File: src/rtl/flashcmd_pkg.sv
package flashcmd_pkg;

  typedef enum logic [1:0] {
    K_NONE   = 2'd0,
    K_PROG   = 2'd1,
    K_PERASE = 2'd2,
    K_BERASE = 2'd3
  } kind_e;

  localparam logic [7:0] OPC_PROG_BUF0 = 8'h88;
  localparam logic [7:0] OPC_PROG_BUF1 = 8'h89;
  localparam logic [7:0] OPC_PAGE_ERS  = 8'h81;
  localparam logic [7:0] OPC_BLK_ERS   = 8'h50;

endpackage

File: src/rtl/fc_shifter.sv
module fc_shifter #(
  parameter int FRAME_BITS = 32,
  parameter int PAGE_AW    = 13
) (
  input  logic               clk,
  input  logic               rst,
  input  logic               sck,
  input  logic               cs_n,
  input  logic               mosi,
  output logic               frame_stb,
  output logic [7:0]         frame_op,
  output logic [PAGE_AW-1:0] frame_pa
);
  localparam int ADDR_W = FRAME_BITS - 8;
  localparam int CW     = $clog2(FRAME_BITS + 2);
  localparam logic [CW-1:0] SAT  = CW'(FRAME_BITS + 1);
  localparam logic [CW-1:0] FULL = CW'(FRAME_BITS);

  logic                  sck_q, cs_q;
  logic [FRAME_BITS-1:0] sreg;
  logic [CW-1:0]         bit_cnt;

  always_ff @(posedge clk) begin
    if (rst) begin
      sck_q     <= 1'b0;
      cs_q      <= 1'b1;
      sreg      <= '0;
      bit_cnt   <= '0;
      frame_stb <= 1'b0;
      frame_op  <= '0;
      frame_pa  <= '0;
    end else begin
      sck_q     <= sck;
      cs_q      <= cs_n;
      frame_stb <= 1'b0;
      if (!cs_n && cs_q) begin
        sreg    <= '0;
        bit_cnt <= '0;
      end else if (!cs_n && sck && !sck_q) begin
        sreg <= {sreg[FRAME_BITS-2:0], mosi};
        if (bit_cnt != SAT) bit_cnt <= bit_cnt + 1'b1;
      end
      if (cs_n && !cs_q) begin
        frame_stb <= (bit_cnt == FULL);
        frame_op  <= sreg[FRAME_BITS-1 -: 8];
        frame_pa  <= sreg[ADDR_W-2 -: PAGE_AW];
      end
    end
  end

  assert_cnt_bounded_R6: assert property (@(posedge clk) disable iff (rst)
    bit_cnt <= SAT);

  assert_stb_after_release_R6: assert property (@(posedge clk) disable iff (rst)
    frame_stb |-> cs_q);

endmodule

File: src/rtl/fc_decode.sv
module fc_decode
  import flashcmd_pkg::*;
#(
  parameter int PAGE_AW       = 13,
  parameter int BLK_LOG2      = 3,
  parameter int CNT_OUT_W     = 4,
  parameter int CNT_W         = 8,
  parameter int PROG_CYCLES   = 40,
  parameter int PERASE_CYCLES = 60,
  parameter int BERASE_CYCLES = 90
) (
  input  logic [7:0]           op,
  input  logic [PAGE_AW-1:0]   pa,
  output kind_e                kind,
  output logic                 buf_sel,
  output logic [PAGE_AW-1:0]   page,
  output logic [CNT_OUT_W-1:0] count,
  output logic [CNT_W-1:0]     dur_m1
);
  localparam logic [CNT_OUT_W-1:0] ONE_PAGE  = CNT_OUT_W'(1);
  localparam logic [CNT_OUT_W-1:0] BLK_PAGES = CNT_OUT_W'(1 << BLK_LOG2);

  always_comb begin
    kind    = K_NONE;
    buf_sel = 1'b0;
    page    = pa;
    count   = ONE_PAGE;
    dur_m1  = CNT_W'(PROG_CYCLES - 1);
    case (op)
      OPC_PROG_BUF0: kind = K_PROG;
      OPC_PROG_BUF1: begin
        kind    = K_PROG;
        buf_sel = 1'b1;
      end
      OPC_PAGE_ERS: begin
        kind   = K_PERASE;
        dur_m1 = CNT_W'(PERASE_CYCLES - 1);
      end
      OPC_BLK_ERS: begin
        kind   = K_BERASE;
        page   = {pa[PAGE_AW-1:BLK_LOG2], {BLK_LOG2{1'b0}}};
        count  = BLK_PAGES;
        dur_m1 = CNT_W'(BERASE_CYCLES - 1);
      end
      default: kind = K_NONE;
    endcase
  end

endmodule

File: src/rtl/fc_timer.sv
module fc_timer #(
  parameter int CNT_W = 8
) (
  input  logic             clk,
  input  logic             rst,
  input  logic             start,
  input  logic [CNT_W-1:0] load_val,
  output logic             busy,
  output logic             done
);
  logic [CNT_W-1:0] cnt;

  always_ff @(posedge clk) begin
    if (rst) begin
      cnt  <= '0;
      busy <= 1'b0;
      done <= 1'b0;
    end else begin
      done <= 1'b0;
      if (start) begin
        busy <= 1'b1;
        cnt  <= load_val;
      end else if (busy) begin
        if (cnt == '0) begin
          busy <= 1'b0;
          done <= 1'b1;
        end else begin
          cnt <= cnt - 1'b1;
        end
      end
    end
  end

  assert_done_after_busy_R9: assert property (@(posedge clk) disable iff (rst)
    done |-> (!busy && $past(busy)));

  assert_start_only_idle_R10: assert property (@(posedge clk) disable iff (rst)
    start |-> !busy);

endmodule

File: src/rtl/flash_cmd_front.sv
module flash_cmd_front
  import flashcmd_pkg::*;
#(
  parameter int PAGE_AW       = 13,
  parameter int BLK_LOG2      = 3,
  parameter int PROG_CYCLES   = 40,
  parameter int PERASE_CYCLES = 60,
  parameter int BERASE_CYCLES = 90
) (
  input  logic                  clk,
  input  logic                  rst,
  input  logic                  spi_sck,
  input  logic                  spi_cs_n,
  input  logic                  spi_mosi,
  output logic                  busy,
  output logic                  done,
  output logic [1:0]            arr_kind,
  output logic                  arr_buf_sel,
  output logic [PAGE_AW-1:0]    arr_page,
  output logic [BLK_LOG2:0]     arr_count
);
  localparam int FRAME_BITS = 32;
  localparam int CNT_OUT_W  = BLK_LOG2 + 1;
  localparam int MAX_A      = (PROG_CYCLES > PERASE_CYCLES) ? PROG_CYCLES : PERASE_CYCLES;
  localparam int MAX_D      = (MAX_A > BERASE_CYCLES) ? MAX_A : BERASE_CYCLES;
  localparam int CNT_W      = $clog2(MAX_D + 1);

  logic                 frame_stb;
  logic [7:0]           frame_op;
  logic [PAGE_AW-1:0]   frame_pa;
  kind_e                dec_kind;
  logic                 dec_buf;
  logic [PAGE_AW-1:0]   dec_page;
  logic [CNT_OUT_W-1:0] dec_count;
  logic [CNT_W-1:0]     dec_dur;
  logic                 accept;

  fc_shifter #(.FRAME_BITS(FRAME_BITS), .PAGE_AW(PAGE_AW)) u_shift (
    .clk(clk), .rst(rst), .sck(spi_sck), .cs_n(spi_cs_n), .mosi(spi_mosi),
    .frame_stb(frame_stb), .frame_op(frame_op), .frame_pa(frame_pa)
  );

  fc_decode #(
    .PAGE_AW(PAGE_AW), .BLK_LOG2(BLK_LOG2), .CNT_OUT_W(CNT_OUT_W), .CNT_W(CNT_W),
    .PROG_CYCLES(PROG_CYCLES), .PERASE_CYCLES(PERASE_CYCLES),
    .BERASE_CYCLES(BERASE_CYCLES)
  ) u_dec (
    .op(frame_op), .pa(frame_pa), .kind(dec_kind), .buf_sel(dec_buf),
    .page(dec_page), .count(dec_count), .dur_m1(dec_dur)
  );

  assign accept = frame_stb && (dec_kind != K_NONE) && !busy;

  fc_timer #(.CNT_W(CNT_W)) u_tmr (
    .clk(clk), .rst(rst), .start(accept), .load_val(dec_dur),
    .busy(busy), .done(done)
  );

  always_ff @(posedge clk) begin
    if (rst) begin
      arr_kind    <= K_NONE;
      arr_buf_sel <= 1'b0;
      arr_page    <= '0;
      arr_count   <= '0;
    end else if (accept) begin
      arr_kind    <= dec_kind;
      arr_buf_sel <= dec_buf;
      arr_page    <= dec_page;
      arr_count   <= dec_count;
    end
  end

  assert_hold_while_busy_R10: assert property (@(posedge clk) disable iff (rst)
    (busy && $past(busy)) |-> ($stable(arr_kind) && $stable(arr_page) &&
                               $stable(arr_buf_sel) && $stable(arr_count)));

  assert_count_legal_R5: assert property (@(posedge clk) disable iff (rst)
    busy |-> (arr_count == CNT_OUT_W'(1) || arr_count == CNT_OUT_W'(1 << BLK_LOG2)));

  assert_block_aligned_R5: assert property (@(posedge clk) disable iff (rst)
    (busy && arr_kind == K_BERASE) |-> (arr_page[BLK_LOG2-1:0] == '0));

  assert_known_kind_R7: assert property (@(posedge clk) disable iff (rst)
    $rose(busy) |-> (arr_kind != K_NONE));

endmodule

File: config.mk
export PLATFORM = sky130hd
export DESIGN_NAME = flash_cmd_front
export DESIGN_NICKNAME = d
export VERILOG_FILES = /design/src/rtl/flashcmd_pkg.sv /design/src/rtl/fc_shifter.sv /design/src/rtl/fc_decode.sv /design/src/rtl/fc_timer.sv /design/src/rtl/flash_cmd_front.sv
export SDC_FILE = /design/constraint.sdc
export NUM_CORES = 1
export LEC_CHECK = 0
export BUFFER_PORTS_ARGS = -buffer_cell sky130_fd_sc_hd__buf_2
export CORE_MARGIN = 5
export CORE_UTILIZATION = 35
export DETAILED_ROUTE_END_ITERATION = 7
export PLACE_DENSITY_LB_ADDON = 0.3
export SYNTH_ARGS = -nofsm -noshare
export SYNTH_HDL_FRONTEND = slang
export SYNTH_SLANG_ARGS = --single-unit
File: constraint.sdc
create_clock -name clk -period 4.5 [get_ports clk]
set_input_delay 0.9 -clock clk [delete_from_list [all_inputs] [get_ports clk]]
set_output_delay 0.9 -clock clk [all_outputs]
set_load 0.02 [all_outputs]
After elaboration in Yosys (flattened, before gate mapping)
Index checks and enable logic that the tools add are counted.

word-level totals
  flip-flop bits (word level) = 91
  input port bits = 5
  output and inout bits = 22
  word-level logic and storage cells = 56

operators by class
  add/sub/neg operators = 2
  eq/ne operators = 7
  mux-type cells = 12
  bitwise logic cells = 2
  reduce and logical (&&, ||, !) cells = 19

operator list
  operator               count
  $eq A8 B8 Y1 const B   3
  $mux W7                3
  $pmux W7 S2            1
  $eq A8 B7 Y1 const B   1
  $logic_not A7 Y1       1
  $sub A7 B1 Y7 const B  1
  $add A6 B1 Y6 const B  1
  $eq A6 B6 Y1 const B   1
  $logic_and A1 B1 Y1    6
  $ne A6 B6 Y1 const B   1
  $pmux W2 S3            1
  $reduce_or A2 Y1       3
  $mux W1                5
  $logic_not A1 Y1       4
  $mux W4                1
  $reduce_and A2 Y1      2
  $reduce_bool A2 Y1     2
  $mux W3                1
  $reduce_or A3 Y1       1
  $ne A2 B2 Y1 const B   1
  $not A1 Y1             2

Depth between registers and ports, before layout
  word-level depth = 8
  depth in mapped cells = 7
  mapped depth without buffers = 6

Hierarchy
Synthesis repeated with hierarchy kept, for this count alone.

unflattened totals
  cells, all modules = 455
  area, all modules = 3888.7 µm²

modules (own cells, without submodules)
  module           times used  cells each  area each (µm²)  seq. area each (µm²)
  fc_shifter       1           277         2255.9           1241.2
  flash_cmd_front  1           88          902.1            400.4
  fc_timer         1           55          474.2            180.2
  fc_decode        1           35          256.5            0.0

Least setup slack after synthesis
OpenSTA, ideal clock, no wires.

  kind = input to register
  from = input spi_cs_n
  to = register u_shift.bit_cnt[3]
  library setup time = 0.128 ns
  arrival = 2.037 ns
  data required time = 4.372 ns
  setup slack = 2.335 ns
  stages on the path = 5
  buffers on the path = 1
  cells stage by stage = or3b_2 clkbuf_1 or3_1 xor2_1 nor2_1

on the way
  longest elaborated chain between the ends = 4
  elaborated cells between the ends (all ways) = 6
  classes of those cells = reduce/logical: 6

RTL lines
  item                                line                                source
  start, declared                     flash_cmd_front.sv:13               input logic spi_cs_n,
  $logic_not A1 Y1 *                  fc_shifter.sv:36, fc_shifter.sv:39
  $logic_and A1 B1 Y1 (2 in a row)    fc_shifter.sv:39                    end else if (!cs_n && sck && !sck_q) begin
  $reduce_and A2 Y1 (no source line)  -
  end signal, assigned                fc_shifter.sv:41                    if (bit_cnt != SAT) bit_cnt <= bit_cnt + 1'b1;
  end, declared                       fc_shifter.sv:21                    logic [CW-1:0] bit_cnt;

Every way passes the cells marked *; elsewhere a longest branch is shown, timed or not.
A chain may end at the register's enable or synchronous reset.

Worst setup path in the final report
  from = input rst
  to = register u_shift.bit_cnt[1]

on the way
  longest elaborated chain between the ends = 1

RTL lines
  item                               line                   source
  start, declared                    flash_cmd_front.sv:11  input logic rst,
  $reduce_or A2 Y1 (no source line)  -

Every way passes these cells.

==> PnR_summary.wiki <==
{| class="wikitable"
! Metric !! Value
|-
| CP top delay family || compound AO/OA/AOI/OAI gates
|-
| Switch share || 23.40%
|-
| Placed cell area || 0.003638 mm^2
|-
| TritonCTS buffer count || 9
|-
| Skew-Pair Late Insertion Delay || 0.36 ns
|-
| Horizontal die dimension || 109.5 um
|-
| Sw power || 0.3230 mW
|-
| Setup repair after global routing missed its margin || no
|-
| Post-route cell area || 0.003841 mm^2
|-
| Initial cell density of the core || 35.58%
|-
| Number of global-route vias before repair || 2,505
|-
| Number of max-capacitance violations reported || 0
|-
| Dominant synthesized flop cell || sky130_fd_sc_hd__dfxtp_1
|-
| Num rows || 36
|-
| CTS H-Tree Depth || 3
|-
| Hold Crit Class || reg -> reg
|-
| Post-synthesis sequential area ratio || 51.46%
|-
| Total half-perimeter wirelength after legalization and detailed placement || 4.427 mm
|-
| Cell-internal power || 1.057 mW
|-
| Required time worst endpoint || 4.71 ns
|-
| Library cells used by synthesis || 48
|-
| Overall global routing resource usage || 11.80%
|-
| Clock-pin slew on the worst setup and hold paths || 0.09 ns
|-
| Number of antenna violations at the first check in global routing || 0
|-
| Worst-case headroom to the max-slew limit || 19.78%
|-
| Sink count of the clock tree || 89
|-
| Combinational fraction of design power || 2.7%
|-
| Top-count cell post-synth || sky130_fd_sc_hd__nand2_1
|-
| Number of buffers inserted by post-CTS setup repair || 0
|-
| DR iter-0 viols || 205
|-
| Min cycle time layout || 2.420 ns
|-
| Commonest cells in the netlist || sky130_fd_sc_hd__nand2_1, sky130_fd_sc_hd__dfxtp_1, sky130_fd_sc_hd__a21oi_1
|-
| Die outline height || 109.5 um
|-
| Worst Clk Skew || 0.008144 ns
|-
| Fraction of final layout cells with drive strength greater than 1 || 11.01%
|-
| CTS Hold Buffers Added || 0
|-
| Synthesized cell area || 0.003462 mm^2
|-
| Routed wire length per instance || 11.97 um
|-
| Sequential cell area in the final layout || 0.001782 mm^2
|-
| Reg2reg setup slack || 2.41 ns
|-
| Transition time at the pin with the least slew margin || 1.199 ns
|-
| DRT Wirelength || 6.809 mm
|-
| Layout net count || 441
|-
| Buffering stage count on the worst path with inverters included || 1
|-
| Number of flops mapped to enable cells by yosys || 0
|-
| IO Count || 27
|-
| Cell with the biggest individual delay on the critical path || sky130_fd_sc_hd__a21o_1
|-
| Critical path capture point type || flop
|-
| Worst path max stage delay || 0.90 ns
|-
| Largest vdd supply drop || 0.1889 mV
|-
| Count of instances resized after the clock tree is built || 0
|-
| Proportion of register bits with asynchronous set or reset after synthesis || 0%
|-
| Global-route met2 utilization || 19.01%
|-
| Mean number of vias per cell || 4.866
|-
| Number of antenna repair diodes || 0
|-
| First-pass GRT wire length || 11.47 mm
|-
| Aggregate negative setup slack || 0 ns
|-
| Synth area leaders || sky130_fd_sc_hd__dfxtp_1, sky130_fd_sc_hd__nand2_1, sky130_fd_sc_hd__a21oi_1, sky130_fd_sc_hd__clkbuf_1, sky130_fd_sc_hd__o21ai_0
|-
| GRT busiest layer || met2
|-
| Outcome || finished clean
|-
| Count of final setup violators || 0
|-
| Area growth from synthesis to final layout || 10.95%
|-
| Largest net degree at the start of global routing || 54
|-
| Final number of hold-violating endpoints || 0
|-
| Crit path arrival time || 2.63 ns
|-
| Cell count after synthesis || 424
|-
| Slew Limit Fails || 0
|-
| Sequential power share || 57.2%
|-
| Area of the core region || 0.009729 mm^2
|-
| Filler cell count || 1,023
|-
| Total via count after detailed routing || 2,769
|-
| Startpoint type of the worst setup path || input port
|-
| Tcrit/Tclk final || 53.78%
|-
| Die footprint || 0.01198 mm^2
|-
| Synth top area share || 51.46%
|-
| Clock network power share || 40.1%
|-
| Final weighted congestion in routability-driven placement || 0.7680
|-
| Post-detailed-route count of antenna-violating nets || 0
|-
| FF+latch count, synth || 89
|-
| Grt met3 use || 2.995%
|-
| Global-route congestion overflow total || 0
|-
| DRT Pass-1 Iters || 4
|-
| Area of combinational cells with multiple inputs || 0.001540 mm^2
|-
| Clock root buffer || sky130_fd_sc_hd__clkbuf_8
|-
| Clock tree from TritonCTS || done
|-
| Synthesized area per cell || 8.165 um^2
|-
| F_max || 413.2 MHz
|-
| Critical path start-end classification || in -> reg
|-
| Maximum count of clock buffers along a single path || 2
|-
| Buffers on Ports || 24
|-
| Cells along the critical path || buf_2 > a21o_1 > nor2_1
|-
| Warnings, synthesis || 0
|-
| Max FO, Critical Path || 53
|-
| GR met1 Demand/Resource || 15.06%
|-
| Number of DRC violations after detailed routing || 0
|-
| Synth area leader || sky130_fd_sc_hd__dfxtp_1
|-
| PwrDens || 359.3 mW/mm^2
|-
| Final core area utilization || 39.48%
|-
| LEAKAGE || 1.308 nW
|}
## metal layers
layer,part of all wire [%],routed length (um),vias up
met3,3.7,253,8
met1,50,3420,1270
met2,44,3007,39
li1,-,-,1452
met5,0,0,-
met4,1.9,127,0
## worst reg2reg max path, cell delays in order, from the launching register on
cell and delay, ns:
sky130_fd_sc_hd__dfxtp_1 0.33, sky130_fd_sc_hd__nor3_1 0.57, sky130_fd_sc_hd__and2_1 0.65, sky130_fd_sc_hd__and3_1 0.31, sky130_fd_sc_hd__a211oi_1 0.06
## placed cells by master (no fill, tap or decap), drive strengths merged, types with 4 or more instances in the layout
cell type,netlist,final
a21o,4,4
a21oi,75,75
buf,8,25
clkbuf,22,9
dfxtp,89,89
ha,5,5
inv,6,8
nand2,117,117
nand3,12,12
nand4,10,10
nor2,9,9
nor2b,6,6
nor3,5,5
o21ai,15,15
## power by group through the flow
| stage | logic [mW] | registers (mW) | clock network [mW] |
|---|---|---|---|
| 6_report | 0.0373 | 0.790 | 0.553 |
| 5_1_grt | 0.0422 | 0.790 | 0.599 |
| 4_1_cts | 0.0383 | 0.790 | 0.571 |
| 3_5_place_dp | 0.0382 | 0.808 | 0 |
| 3_3_place_gp | 0.0376 | 0.808 | 0 |
| 2_1_floorplan | 0.0322 | 0.808 | 0 |
## path summary, 6_finish.rpt
kind | to | startpoint | depth (start not counted)
hold / removal | u_shift.frame_pa[3]$_SDFFE_PP0P_ | u_shift.frame_pa[3]$_SDFFE_PP0P_ | 2
setup reg to reg | u_tmr.cnt[5]$_SDFFE_PP0P_ | u_shift.frame_op[2]$_SDFFE_PP0P_ | 4
hold reg to reg | u_shift.frame_pa[3]$_SDFFE_PP0P_ | u_shift.frame_pa[3]$_SDFFE_PP0P_ | 2
setup / recovery | u_shift.bit_cnt[1]$_SDFFE_PP0P_ | rst | 3
## metrics by stage
stage / instances / hold WS, ns / worst slack (ns) / power [mW]
finish: 569 / 0.4577 / 2.080 / 1.380
global route: 569 / 0.4778 / 1.907 / 1.432
CTS: 569 / 0.4568 / 2.019 / 1.399
detailed placement: 553 / 0.4433 / 1.632 / 0.8467
global placement: 553 / 0.4399 / 1.668 / 0.8459
floorplan: 425 / 0.4321 / 2.335 / 0.8402
## sequential cells by signal (all words and copies together) (netlist names), 2 cells and up
signal	flops
u_shift.frame_pa	13
u_shift.bit_cnt	6
arr_kind	2
u_tmr.cnt	7
arr_page	13
arr_count	2
u_shift.frame_op	8
u_shift.sreg	32
## area by class of cell
cell class,count,area share [%]
clock buffer,9,3.225
clock inverter,7,2.052
inverter,6,0.5863
multi-input combinational,300,40.10
sequential,89,46.38
tap,133,4.332
timing repair buffer,25,3.322
## cells by family (layout without fill, tap and decap cells)
logic type | count (synthesis) | count (layout) | share of synthesized area [%]
AOI/OAI and AO/OA | 108 | 108 | 17.20
xor gates and xnor gates | 5 | 5 | 1.265
adders and majority gates | 5 | 5 | 1.807
buffers and inverters | 36 | 47 | 4.300
DFF | 89 | 89 | 51.46
muxes | 3 | 3 | 0.9035
other | 1 | 2 | 0.1083
and+or+nand+nor | 177 | 177 | 22.95
(Power assumes the default switching activity.)
